### src/rtl/jsw_pkg.sv
package jsw_pkg;
  typedef enum logic [1:0] {ST_IDLE, ST_RUN, ST_FINISH} sweep_st_t;

  localparam int LFSR_W = 7;
  localparam logic [LFSR_W-1:0] LFSR_SEED = '1;
  localparam int PM_W = 10;
  localparam int PM_SCALE = 1000;
  localparam int N_CROSS = 4;
  localparam int X_LO = 0;
  localparam int X_HI = 1;
  localparam int X_FIRST = 2;
  localparam int X_FULL = 3;

  function automatic logic [LFSR_W-1:0] lfsr_step(input logic [LFSR_W-1:0] s);
    return {s[LFSR_W-2:0], s[LFSR_W-1] ^ s[LFSR_W-2]};
  endfunction
endpackage

### src/rtl/jsw_lfsr.sv
module jsw_lfsr
  import jsw_pkg::*;
(
  input  logic clk,
  input  logic rst_n,
  input  logic load,
  input  logic adv,
  output logic bit_out
);
  logic [LFSR_W-1:0] st;

  always_ff @(posedge clk or negedge rst_n) begin
    if (!rst_n)    st <= LFSR_SEED;
    else if (load) st <= LFSR_SEED;
    else if (adv)  st <= lfsr_step(st);
  end

  assign bit_out = st[LFSR_W-1];
endmodule

### src/rtl/jsw_window.sv
module jsw_window #(
  parameter int WIN_LEN = 8096,
  localparam int CW = $clog2(WIN_LEN + 1)
) (
  input  logic          clk,
  input  logic          rst_n,
  input  logic          clr,
  input  logic          acc,
  input  logic          mis,
  output logic          wrap,
  output logic [CW-1:0] err_total
);
  logic [CW-1:0] smp_cnt;
  logic [CW-1:0] err_cnt;
  logic          at_end;

  assign at_end    = (smp_cnt == CW'(WIN_LEN - 1));
  assign wrap      = acc && at_end;
  assign err_total = err_cnt + CW'(mis);

  always_ff @(posedge clk or negedge rst_n) begin
    if (!rst_n) begin
      smp_cnt <= '0;
      err_cnt <= '0;
    end else if (clr || wrap) begin
      smp_cnt <= '0;
      err_cnt <= '0;
    end else if (acc) begin
      smp_cnt <= smp_cnt + 1'b1;
      err_cnt <= err_total;
    end
  end
endmodule

### src/rtl/jsw_cross.sv
module jsw_cross #(
  parameter int TAP_W = 5
) (
  input  logic             clk,
  input  logic             rst_n,
  input  logic             clr,
  input  logic             eval,
  input  logic             hit,
  input  logic             last,
  input  logic [TAP_W-1:0] tap,
  output logic [TAP_W-1:0] tap_q,
  output logic             ovf
);
  logic found;

  always_ff @(posedge clk or negedge rst_n) begin
    if (!rst_n) begin
      found <= 1'b0;
      tap_q <= '0;
      ovf   <= 1'b0;
    end else if (clr) begin
      found <= 1'b0;
      tap_q <= '0;
      ovf   <= 1'b0;
    end else if (eval && !found && !ovf) begin
      if (hit) begin
        found <= 1'b1;
        tap_q <= tap;
      end else if (last) begin
        ovf <= 1'b1;
      end
    end
  end
endmodule

### src/rtl/jitter_sweep_ctrl.sv
module jitter_sweep_ctrl
  import jsw_pkg::*;
#(
  parameter int NTAPS = 32,
  parameter int WIN_LEN = 8096,
  localparam int TAP_W = $clog2(NTAPS),
  localparam int CW = $clog2(WIN_LEN + 1)
) (
  input  logic             clk,
  input  logic             rst_n,
  input  logic             start,
  input  logic             mode,
  input  logic [9:0]       lo_pm,
  input  logic [9:0]       hi_pm,
  input  logic             samp_valid,
  input  logic             samp_bit,
  output logic             samp_ready,
  output logic [TAP_W-1:0] tap_sel,
  output logic [CW-1:0]    win_err,
  output logic             win_err_valid,
  output logic             busy,
  output logic             done,
  output logic [TAP_W-1:0] tap_lo,
  output logic [TAP_W-1:0] tap_hi,
  output logic [TAP_W-1:0] tap_first,
  output logic [TAP_W-1:0] tap_full,
  output logic [3:0]       tap_ovf
);
  localparam int PROD_W = CW + PM_W + 1;
  localparam logic [TAP_W-1:0] LAST_TAP = TAP_W'(NTAPS - 1);

  sweep_st_t        state;
  logic             mode_q;
  logic [PM_W-1:0]  lo_q, hi_q;
  logic [TAP_W-1:0] tap;
  logic [TAP_W-1:0] win_tap;
  logic             clr, acc, mis, exp_bit, prbs_bit, wrap;
  logic [CW-1:0]    err_total;

  assign clr        = (state == ST_IDLE) && start;
  assign samp_ready = (state == ST_RUN);
  assign acc        = samp_valid && samp_ready;
  assign exp_bit    = mode_q ? prbs_bit : 1'b1;
  assign mis        = (samp_bit != exp_bit);
  assign busy       = (state != ST_IDLE);
  assign tap_sel    = tap;

  jsw_lfsr u_lfsr (
    .clk(clk), .rst_n(rst_n), .load(clr), .adv(acc), .bit_out(prbs_bit)
  );

  jsw_window #(.WIN_LEN(WIN_LEN)) u_win (
    .clk(clk), .rst_n(rst_n), .clr(clr), .acc(acc), .mis(mis),
    .wrap(wrap), .err_total(err_total)
  );

  always_ff @(posedge clk or negedge rst_n) begin
    if (!rst_n) begin
      state         <= ST_IDLE;
      tap           <= '0;
      win_tap       <= '0;
      win_err       <= '0;
      win_err_valid <= 1'b0;
      done          <= 1'b0;
      mode_q        <= 1'b0;
      lo_q          <= '0;
      hi_q          <= '0;
    end else begin
      win_err_valid <= 1'b0;
      case (state)
        ST_IDLE: if (start) begin
          state  <= ST_RUN;
          tap    <= '0;
          done   <= 1'b0;
          mode_q <= mode;
          lo_q   <= lo_pm;
          hi_q   <= hi_pm;
        end
        ST_RUN: if (wrap) begin
          win_err       <= err_total;
          win_err_valid <= 1'b1;
          win_tap       <= tap;
          if (tap == LAST_TAP) state <= ST_FINISH;
          else                 tap   <= tap + 1'b1;
        end
        ST_FINISH: begin
          state <= ST_IDLE;
          done  <= 1'b1;
        end
        default: state <= ST_IDLE;
      endcase
    end
  end

  logic [PROD_W-1:0] err_scaled, lo_thr, hi_thr;
  logic [N_CROSS-1:0] hit;
  logic [TAP_W-1:0]   cross_tap [N_CROSS];

  assign err_scaled = PROD_W'(win_err) * PROD_W'(PM_SCALE);
  assign lo_thr     = PROD_W'(lo_q) * PROD_W'(WIN_LEN);
  assign hi_thr     = PROD_W'(hi_q) * PROD_W'(WIN_LEN);

  always_comb begin
    hit[X_LO]    = (err_scaled >= lo_thr);
    hit[X_HI]    = (err_scaled >= hi_thr);
    hit[X_FIRST] = (win_err != '0);
    hit[X_FULL]  = (win_err == CW'(WIN_LEN));
  end

  for (genvar i = 0; i < N_CROSS; i++) begin : g_cross
    jsw_cross #(.TAP_W(TAP_W)) u_cross (
      .clk(clk), .rst_n(rst_n), .clr(clr), .eval(win_err_valid),
      .hit(hit[i]), .last(win_tap == LAST_TAP), .tap(win_tap),
      .tap_q(cross_tap[i]), .ovf(tap_ovf[i])
    );
  end

  assign tap_lo    = cross_tap[X_LO];
  assign tap_hi    = cross_tap[X_HI];
  assign tap_first = cross_tap[X_FIRST];
  assign tap_full  = cross_tap[X_FULL];
endmodule

### config.mk
export PLATFORM = sky130hd
export DESIGN_NAME = jitter_sweep_ctrl
export DESIGN_NICKNAME = d
export VERILOG_FILES = /design/src/rtl/jsw_pkg.sv /design/src/rtl/jsw_lfsr.sv /design/src/rtl/jsw_window.sv /design/src/rtl/jsw_cross.sv /design/src/rtl/jitter_sweep_ctrl.sv
export SDC_FILE = /design/constraint.sdc
export NUM_CORES = 1
export LEC_CHECK = 0
export ABC_CLOCK_PERIOD_IN_PS = 6910
export CAP_MARGIN = 10
export CORE_ASPECT_RATIO = 0.7
export CORE_MARGIN = 4
export CORE_UTILIZATION = 60
export DETAILED_ROUTE_END_ITERATION = 7
export DONT_BUFFER_PORTS = 1
export PLACE_DENSITY = 0.76
export SLEW_MARGIN = 5
export SYNTH_ARGS = -nofsm -noshare
export SYNTH_HDL_FRONTEND = slang
export SYNTH_SLANG_ARGS = --single-unit
### constraint.sdc
create_clock -name clk -period 6.91 [get_ports clk]
set_clock_uncertainty 0.1 [all_clocks]
set_input_delay 1.0365 -clock clk [delete_from_list [all_inputs] [get_ports clk]]
set_output_delay 1.0365 -clock clk [all_outputs]
set_load 0.05 [all_outputs]
==> run metrics <==
clock root cell=clkbuf_16; post-route minimum period=around 6600 ps; Slew Limit Fails=0; # H-tree levels=3; Post-synth top flop=dfrtp_1; Layout area overhead=6.165%; DIE HEIGHT=122.3 µm; status=complete, no violations; antenna violations before repair=0; crit path cell chain=inv_1, fa_1, fa_1, inv_1, fa_1, inv_1, fa_1, inv_1, ha_1, a2111oi_2, a21oi_2, a21o_1, a21oi_1, xnor2_1, ha_1, nand4_1, or2_2, or4_1, o211ai_1, o311ai_4, nand3_1, o21ai_0; Final #Nets=~1500; CP max FO=11; dominant cells by area after synthesis=dfrtp_1, ha_1, fa_1; FFs w/ async S/R, synth=100.0%; commonest non-fill, non-tap cells in the layout=inv_1, ha_1, nand2_1, fa_1, dfrtp_1; grt ovf=0; TritonCTS clock tree=built; CP Capture Type=flop; CP Data Arrival Time=roughly 6700 ps; largest net degree at the start of global routing=110; share of cells above drive strength 1=5.724%; CTS Hold Bufs=0; Routed WL=23660 µm; die width=171.3 µm; Post-DP HPWL=about 19000 µm; cts bufs inserted=9; Crit Path Category=flop to flop; die area=around 21000 µm²; Synth Instances=between 1000 and 1500; Worst path slowest cell=or4_1; residual DRC count=0; number of enable flip-flop cells after synthesis=0; CP bufs+invs=4; Power Density=a little under 500 nW/µm²; crit start category=flop; Seq/Total Area, Yosys=around a quarter; Detail Route Antenna Nets=0; CP Data Required Time=just over 7000 ps; first-pass GRT wire length=about 40000 µm; area leader, netlist=dfrtp_1; 1st-iter DRT viols=445; fmax=roughly 150 MHz; # IOs=about 70; syn avg cell area=9.520 µm²; Hold WS=about 260 ps; final period utilization=between 90% and 100%; Setup violations, final=0; Peak supply drop=roughly 0.39 mV; synthesized area=11200 µm²; total clock sinks=approximately 110; Initial Util=between 60 and 70%; Hold Fails Final Rpt=0; n_diodes=0; Warnings, synthesis=0; Via density=around 5.6; relative slew slack=about 29%; family with the most delay on the worst path=adder cells; LEAKAGE=roughly 6.2 nW; WL/cell=about 17 µm; CP peak stage delay=between 500 and 600 ps; GRT Total Usage=23.58%; most common cell after layout, fill and taps aside=inv_1; Yosys top cell area share=22.78%; GPL Wtd Cong=between 0.9 and 1; Hold Path Class=input pin to asynchronous set/reset pin; Clock Latency Late Sink=between 300 and 400 ps; std cell rows=slightly above 40; clk buf depth=2; Max Cap Viol=0; core area=approximately 18000 µm²; Port Buffers=0; DRT Pass-1 Iters=5; Worst Tran Pin Value=about 1000 ps; syn nets=1485; Cell variety after synth=between 50 and 60; CTS clk-pin slew, worst paths=80 ps; Post-CTS Setup Repair Bufs=0; via count of the first global-routing pass=roughly 8000; total number of vias=between 7000 and 8000; Seq cells post-synth=between 100 and 150; total negative setup slack=0 ps
cell usage after synthesis (all sizes together), types with 7 or more instances:
master    n
o21a     16
a21o     25
nor2     78
a21oi    44
nand4    13
o21ai    72
and3      8
xnor2    31
mux2      8
ha      178
fa      104
clkbuf   19
xor2     29
dfstp     7
nand2   118
dfrtp   102
mux2i    17
nor2b     9
nand3    19
nor3     14
a22o      7
inv     192
metrics by stage:
stage / setup WS [ps] / cells / power (mW) / instance area, µm² / util (%)
floorplan: 239.3 / 1177 / 4.134 / 11200 / -
CTS: 136.4 / 1424 / 5.642 / 11860 / 65.31
global route: -19.18 / 1424 / 6.391 / 11900 / 65.50
global placement: 174.9 / 1408 / 4.889 / 11550 / 63.61
detailed placement: 43.25 / 1408 / 5.046 / 11550 / 63.61
finish: 341.4 / 1424 / 5.721 / 11900 / 65.50
worst paths after layout:
| check | slack [ps] | start | to | cells after the start |
|---|---|---|---|---|
| worst min-delay path | 260 | rst_n | lo_q[5] | 0 |
| worst max-delay path | 340 | win_err[7] | g_cross[0].u_cross.tap_q[0] | 22 |
| worst max register to register | 340 | win_err[7] | g_cross[0].u_cross.tap_q[0] | 22 |
| min in group clk | 410 | u_lfsr.st[0] | u_lfsr.st[0] | 2 |
| max in group asynchronous | 6170 | rst_n | u_lfsr.st[5] | 0 |
| worst min register to register | 410 | u_lfsr.st[0] | u_lfsr.st[0] | 2 |
flip-flops by register name, indices dropped and copies added, names as in the netlist, 4 cells and up:
signal	cells
g_cross.u_cross.found	4
g_cross.u_cross.ovf	4
g_cross.u_cross.tap_q	20
hi_q	10
lo_q	10
tap_sel	5
u_lfsr.st	7
u_win.err_cnt	13
u_win.smp_cnt	13
win_err	13
win_tap	5
worst register-to-register path: cells and delay by family (launching register included):
family                   cells  cell delay [ps]
AO/OA/AOI/OAI                7             1470
XOR/XNOR                     1              130
adder cells (fa/ha/maj)      6             2700
buffers and inverters        4              420
flip-flops                   1              460
AND/OR/NAND/NOR              4             1160
logic make-up after synthesis:
logic type                 share of synthesized area (%)
adders and majority gates                          38.46
and+or+nand+nor                                    11.43
buffers and inverters                              7.426
AOI/OAI and AO/OA                                  11.25
DFF                                                24.42
xor gates and xnor gates                           4.690
muxes                                              2.323
per-layer routing:
layer / vias to the layer above / wire length, µm / track usage, %
li1: 3891 / - / -
met4: 0 / 339 / 5.393
met5: - / 0 / 0
met2: 176 / 10410 / 35.20
met1: 3858 / 11600 / 35.50
met3: 27 / 1309 / 4.990
power breakdown:
| part | internal [mW] | leakage, nW | switching, mW | total [mW] |
|---|---|---|---|---|
| registers | 0.698 | 1.39 | 0.0971 | 0.795 |
| logic | 1.98 | 4.65 | 2.42 | 4.40 |
| clock network | 0.257 | 0.148 | 0.270 | 0.527 |
| total | 2.94 | 6.19 | 2.78 | 5.72 |
area by class of cell:
cell class                      instances  area [µm²]
Multi-Input combinational cell        851        7692
Fill cell                            1445        6265
Sequential cell                       109        2736
Inverter                              192       720.7
Tap cell                              236       295.3
Clock buffer                            9       225.2
Timing Repair Buffer                   20       150.1
Clock inverter                          7       75.07
timing repair:
action,4_1_cts,5_1_grt
setup endpoints to repair,3,12
resized for setup,1,10
pin swaps,0,3
Power figures use the tool's default switching activity.
